===== src/rtl/tx_undrn_pkg.sv =====
package tx_undrn_pkg;
  localparam int FILL_W        = 3;
  localparam int BMC_FILL_BITS = 4;

  typedef enum logic {
    MODE_TDM = 1'b0,
    MODE_BMC = 1'b1
  } txu_mode_e;
endpackage


===== src/rtl/txu_slot_gate.sv =====
module txu_slot_gate (
  input  logic clk,
  input  logic rst_n,
  input  logic en,
  input  logic slot_start,
  input  logic xfer_req,
  output logic fire
);
  logic served;

  assign fire = en & xfer_req & (slot_start | ~served);

  always_ff @(posedge clk) begin
    if (!rst_n)          served <= 1'b0;
    else if (slot_start) served <= fire;
    else if (fire)       served <= 1'b1;
  end

  AST_ONE_CHECK_PER_SLOT: assert property (@(posedge clk) disable iff (!rst_n)
    ($past(fire) && !slot_start) |-> !fire);
endmodule


===== src/rtl/txu_buffer.sv =====
module txu_buffer #(
  parameter int DATA_W = 32
) (
  input  logic              clk,
  input  logic              rst_n,
  input  logic              wr_valid,
  input  logic [DATA_W-1:0] wr_data,
  input  logic              take,
  output logic              wr_ready,
  output logic              full,
  output logic [DATA_W-1:0] data
);
  logic wr_fire;

  assign wr_ready = ~full | take;
  assign wr_fire  = wr_valid & wr_ready;

  always_ff @(posedge clk) begin
    if (!rst_n) begin
      full <= 1'b0;
      data <= '0;
    end else begin
      if (wr_fire)   full <= 1'b1;
      else if (take) full <= 1'b0;
      if (wr_fire)   data <= wr_data;
    end
  end

  AST_WRITE_LANDS: assert property (@(posedge clk) disable iff (!rst_n)
    $past(wr_valid && wr_ready) |-> full);
  AST_REFUSED_KEEPS: assert property (@(posedge clk) disable iff (!rst_n)
    $past(full && !take) |-> $stable(data));
endmodule


===== src/rtl/txu_loader.sv =====
module txu_loader
  import tx_undrn_pkg::*;
#(
  parameter int DATA_W = 32
) (
  input  logic              clk,
  input  logic              rst_n,
  input  logic              fire,
  input  logic              full,
  input  logic [DATA_W-1:0] buf_data,
  input  logic              mode_bmc,
  output logic              undrn_set,
  output logic              ld_valid,
  output logic [DATA_W-1:0] ld_data,
  output logic              ld_fill,
  output logic [FILL_W-1:0] ld_fill_bits
);
  logic      halted;
  logic      fill_now;
  logic      go;
  txu_mode_e mode;

  assign mode      = txu_mode_e'(mode_bmc);
  assign undrn_set = fire & ~full;
  assign fill_now  = halted | ~full;
  assign go        = fire & ~(halted & (mode == MODE_BMC));

  always_ff @(posedge clk) begin
    if (!rst_n) begin
      halted       <= 1'b0;
      ld_valid     <= 1'b0;
      ld_data      <= '0;
      ld_fill      <= 1'b0;
      ld_fill_bits <= '0;
    end else begin
      halted       <= halted | undrn_set;
      ld_valid     <= go;
      ld_fill      <= go & fill_now;
      ld_data      <= (go && !fill_now) ? buf_data : '0;
      ld_fill_bits <= (go && fill_now && mode == MODE_BMC)
                      ? FILL_W'(BMC_FILL_BITS) : '0;
    end
  end

  AST_FILL_IS_ZERO: assert property (@(posedge clk) disable iff (!rst_n)
    ld_fill |-> (ld_data == '0));
  AST_BMC_QUIET_AFTER_HALT: assert property (@(posedge clk) disable iff (!rst_n)
    ($past(halted) && mode_bmc && $past(mode_bmc)) |-> !ld_valid);
endmodule


===== src/rtl/txu_status.sv =====
module txu_status (
  input  logic clk,
  input  logic rst_n,
  input  logic set,
  input  logic clr,
  input  logic irq_en,
  output logic flag,
  output logic irq
);
  always_ff @(posedge clk) begin
    if (!rst_n) flag <= 1'b0;
    else        flag <= (flag & ~clr) | set;
  end

  assign irq = flag & irq_en;

  AST_FLAG_STICKY: assert property (@(posedge clk) disable iff (!rst_n)
    ($past(flag) && !$past(clr)) |-> flag);
  AST_SET_WINS: assert property (@(posedge clk) disable iff (!rst_n)
    $past(set) |-> flag);
endmodule


===== src/rtl/tx_underrun_guard.sv =====
module tx_underrun_guard
  import tx_undrn_pkg::*;
#(
  parameter int DATA_W = 32
) (
  input  logic              clk,
  input  logic              rst_n,
  input  logic              is_xmt,
  input  logic              mode_bmc,
  input  logic              slot_start,
  input  logic              xfer_req,
  input  logic              wr_valid,
  output logic              wr_ready,
  input  logic [DATA_W-1:0] wr_data,
  output logic              ld_valid,
  output logic [DATA_W-1:0] ld_data,
  output logic              ld_fill,
  output logic [FILL_W-1:0] ld_fill_bits,
  output logic              undrn_flag,
  input  logic              undrn_clr,
  input  logic              irq_en,
  output logic              irq
);
  logic              fire;
  logic              full;
  logic              undrn_set;
  logic [DATA_W-1:0] buf_data;

  txu_slot_gate u_gate (
    .clk(clk), .rst_n(rst_n), .en(is_xmt),
    .slot_start(slot_start), .xfer_req(xfer_req), .fire(fire)
  );

  txu_buffer #(.DATA_W(DATA_W)) u_buf (
    .clk(clk), .rst_n(rst_n), .wr_valid(wr_valid), .wr_data(wr_data),
    .take(fire), .wr_ready(wr_ready), .full(full), .data(buf_data)
  );

  txu_loader #(.DATA_W(DATA_W)) u_load (
    .clk(clk), .rst_n(rst_n), .fire(fire), .full(full), .buf_data(buf_data),
    .mode_bmc(mode_bmc), .undrn_set(undrn_set), .ld_valid(ld_valid),
    .ld_data(ld_data), .ld_fill(ld_fill), .ld_fill_bits(ld_fill_bits)
  );

  txu_status u_sts (
    .clk(clk), .rst_n(rst_n), .set(undrn_set), .clr(undrn_clr),
    .irq_en(irq_en), .flag(undrn_flag), .irq(irq)
  );

  AST_RECEIVER_SILENT: assert property (@(posedge clk) disable iff (!rst_n)
    $past(!is_xmt) |-> !ld_valid);
  AST_LOAD_NEEDS_REQ: assert property (@(posedge clk) disable iff (!rst_n)
    ld_valid |-> $past(xfer_req));
endmodule


===== config.mk =====
export PLATFORM = sky130hd
export DESIGN_NAME = tx_underrun_guard
export DESIGN_NICKNAME = d
export VERILOG_FILES = /design/src/rtl/tx_undrn_pkg.sv /design/src/rtl/txu_slot_gate.sv /design/src/rtl/txu_buffer.sv /design/src/rtl/txu_loader.sv /design/src/rtl/txu_status.sv /design/src/rtl/tx_underrun_guard.sv
export SDC_FILE = /design/constraint.sdc
export NUM_CORES = 1
export LEC_CHECK = 0
export BUFFER_PORTS_ARGS = -buffer_cell sky130_fd_sc_hd__clkbuf_2
export CAP_MARGIN = 10
export CORE_MARGIN = 2
export CORE_UTILIZATION = 55
export CTS_BUF_LIST = sky130_fd_sc_hd__clkbuf_4 sky130_fd_sc_hd__clkbuf_8
export CTS_CLUSTER_DIAMETER = 80
export CTS_CLUSTER_SIZE = 24
export DETAILED_ROUTE_END_ITERATION = 8
export GPL_ROUTABILITY_DRIVEN = 0
export HOLD_SLACK_MARGIN = 0.05
export PLACE_DENSITY = 0.79
export SLEW_MARGIN = 20
export SYNTH_ARGS = -nofsm -noshare
export SYNTH_HDL_FRONTEND = slang
export SYNTH_SLANG_ARGS = --single-unit

===== constraint.sdc =====
create_clock -name clk -period 1.7 [get_ports clk]
set_input_delay 0.34 -clock clk [delete_from_list [all_inputs] [get_ports clk]]
set_output_delay 0.34 -clock clk [all_outputs]
set_load 0.1 [all_outputs]

==> reports/metrics.cfg <==
[grt]
antenna_found_initial=0
grt_max_degree=44
grt_util_all_layers_pct=26.6
grt_pass1_wl_mm=13.6
grt-ovfl-total=0
grt_pass1_vias=2918

[detailed_routing]
vias_per_cell=6.19
drtIter0Drc=199
met3WireLength_um=617
vias=3147
remaining_drc_errors=0
wl_per_cell_um=16.5
wl_met1_mm=3.41
firstDrtPassIters=4
routed_wl_mm=8.40
top_layer_used=met4
wl_met2_mm=4.20
drtAntennaViolNets=0

[final_layout]
mostFrequentLayoutCells=76 x clkbuf_2, 70 x dfxtp_1, 65 x nand3_1, 34 x and2_1, 33 x and3b_1
fin_area_um2=3990
fillers=469
finalCoreUtilization_pct=68.2
diodes=0
syn_to_final_growth_pct=21.3
nets=469
layout_commonest_cell=clkbuf_2
drive_gt1_share_pct=27.7

[clock_tree]
clk_pin_slew_ns=0.07
numCtsBuffers=9
root_buffer=clkbuf_8
clk_path_buf_depth=2
clkSinkCount=71
ctsHoldBuffers=0
htreeDepth=3
clk_latency_ns=0.36
cts_setup_buffers=0
cts.repair.resized=0
cts_tree=done

[synth]
synthArstFlopShare_pct=0
yosysSeqAreaShare_pct=43.2
syn_area_um2=3290
synth_seq_cells=71
synth_cells=368
ys.warnings.count=0
synth_edf_count=0
ys.flop_type=dfxtp_1
synth.avg_cell_area_um2=8.94
synth_cell_types=25

[setup_path]
setup.worst_path.end=wr_ready
worstSetupStartpointType=flip-flop
critical_path_class=reg2out
reg2reg_depth=3
rr_startpoint=u_buf.full
crit_path_max_fanout=5
setup.worst_path.start=u_gate.served
required_ns=1.36
cp-end-kind=output port
critPathArrivalTime_ns=1.24
regToRegSetupSlack_ns=0.36
r2r-end=u_buf.data[13]

[timing]
fin_skew_ns=0.0109
max_freq_mhz=633
setup_ws_ns=0.119
worst_pin_slew_ns=0.601
hold_ws_ns=0.188
rsz0062_at_grt=false
setup-tns-final_ns=0
relSlewSlack_pct=59.8
drv_slew=0
finalHoldViolCount=0
finalSetupViolCount=0
timing.final.crit_share_pct=93.0
fin_crit_ns=1.58

[power_and_ir_drop]
switching_power_mw=1.04
p_int_mw=2.93
p_seq_share_pct=45.3
clkPwrFrac_pct=41.8
p_per_area_nw_per_um2=995
swShare_pct=26.2
vdd_drop_max_mv=0.689
combPwrFrac_pct=12.9
p_leak_nw=1.96

[placed_design]
dp_slack_ns=0.326
placedInstanceArea_um2=3750
portBuffers=78
dpl.hpwl_mm=5.19

[floorplanning]
die-area_um2=6620
initial_utilization_pct=56.2
core_um2=5850
die_w_um=81.4
io_pins=81
rows=28
die_y_um=81.4

[status]
outcome=finished clean

[hold_path]
hp-start=mode_bmc
hp-class=in2reg

[job]
cap_violations=0

[cell type report]
type                            count  area, µm²  area share (%)
Sequential cell                    71       1420            35.6
Timing Repair Buffer               97        576            14.4
Multi-Input combinational cell    246       1640            41.2
Clock buffer                       10        138            3.45
Inverter                            3       11.3           0.282
Clock inverter                      6        108            2.70
Tap cell                           75       93.8            2.35
[synthesized netlist by cell type (2+ instances only)]
cell	number	share of area, %
and3b_1	33	8.8
o21a_1	2	0.46
buf_4	3	0.68
dfxtp_1	71	43
nand2b_1	2	0.38
buf_6	4	1.4
buf_2	4	0.61
and2_1	35	6.7
clkbuf_1	35	4.0
nand3_1	65	9.9
buf_1	3	0.34
a21oi_1	3	0.46
o2111ai_1	32	8.5
nand2_1	2	0.23
inv_2	2	0.23
and3_1	32	6.1
a31oi_1	32	6.1
[through the flow]
| stage | total power [mW] | cells |
|---|---|---|
| after floorplan | 2.18 | 369 |
| after global placement | 2.32 | 492 |
| after detailed placement | 2.34 | 492 |
| after CTS | 3.97 | 508 |
| after global routing | 4.09 | 508 |
| final | 3.97 | 508 |
[cell families (layout without fill, tap and decap cells)]
logic type	Yosys count	after routing	synth area share (%)
flops	71	71	43.2
simple gates	174	174	33.7
compound gates	70	70	15.7
other cells	1	2	0.114
buf+inv	52	116	7.34
[state kept, by name, summed over array words and instances (netlist names)]
signal	flops
u_load.halted	1
u_load.ld_valid	1
u_load.ld_fill_bits	1
u_buf.data	32
u_sts.flag	1
u_load.ld_fill	1
u_load.ld_data	32
u_gate.served	1
u_buf.full	1
[power by group through the flow]
| stage | sequential [mW] | clock [mW] | combinational [mW] |
|---|---|---|---|
| floorplan | 1.88 | 0 | 0.306 |
| finish | 1.80 | 1.66 | 0.513 |
| global route | 1.81 | 1.73 | 0.552 |
| global placement | 1.83 | 0 | 0.494 |
| detailed placement | 1.84 | 0 | 0.505 |
| CTS | 1.80 | 1.66 | 0.508 |
[how the worst min path moves through the flow]
stage / end / slack, ns / cells after the start
4_1_cts: u_load.ld_valid / 0.18 / 2
2_1_floorplan: u_load.ld_valid / 0.43 / 1
6_report: u_load.ld_valid / 0.19 / 2
3_3_place_gp: u_load.ld_data[6] / 0.46 / 1
5_1_grt: u_load.ld_valid / 0.20 / 2
3_5_place_dp: u_load.ld_data[21] / 0.47 / 1
[per-layer routing]
metal | vias up | track usage, %
met4 | 0 | 15.8
met3 | 15 | 4.89
li1 | 1486 | -
met1 | 1502 | 33.8
met5 | - | 0
met2 | 144 | 41.8
[critical path, cell delays in order, from the launching register on]
cell and delay, ns:
dfxtp_1 0.34, nor2b_4 0.26, o21ai_4 0.10, buf_12 0.18
No activity file was read; power rests on OpenSTA's default activity.
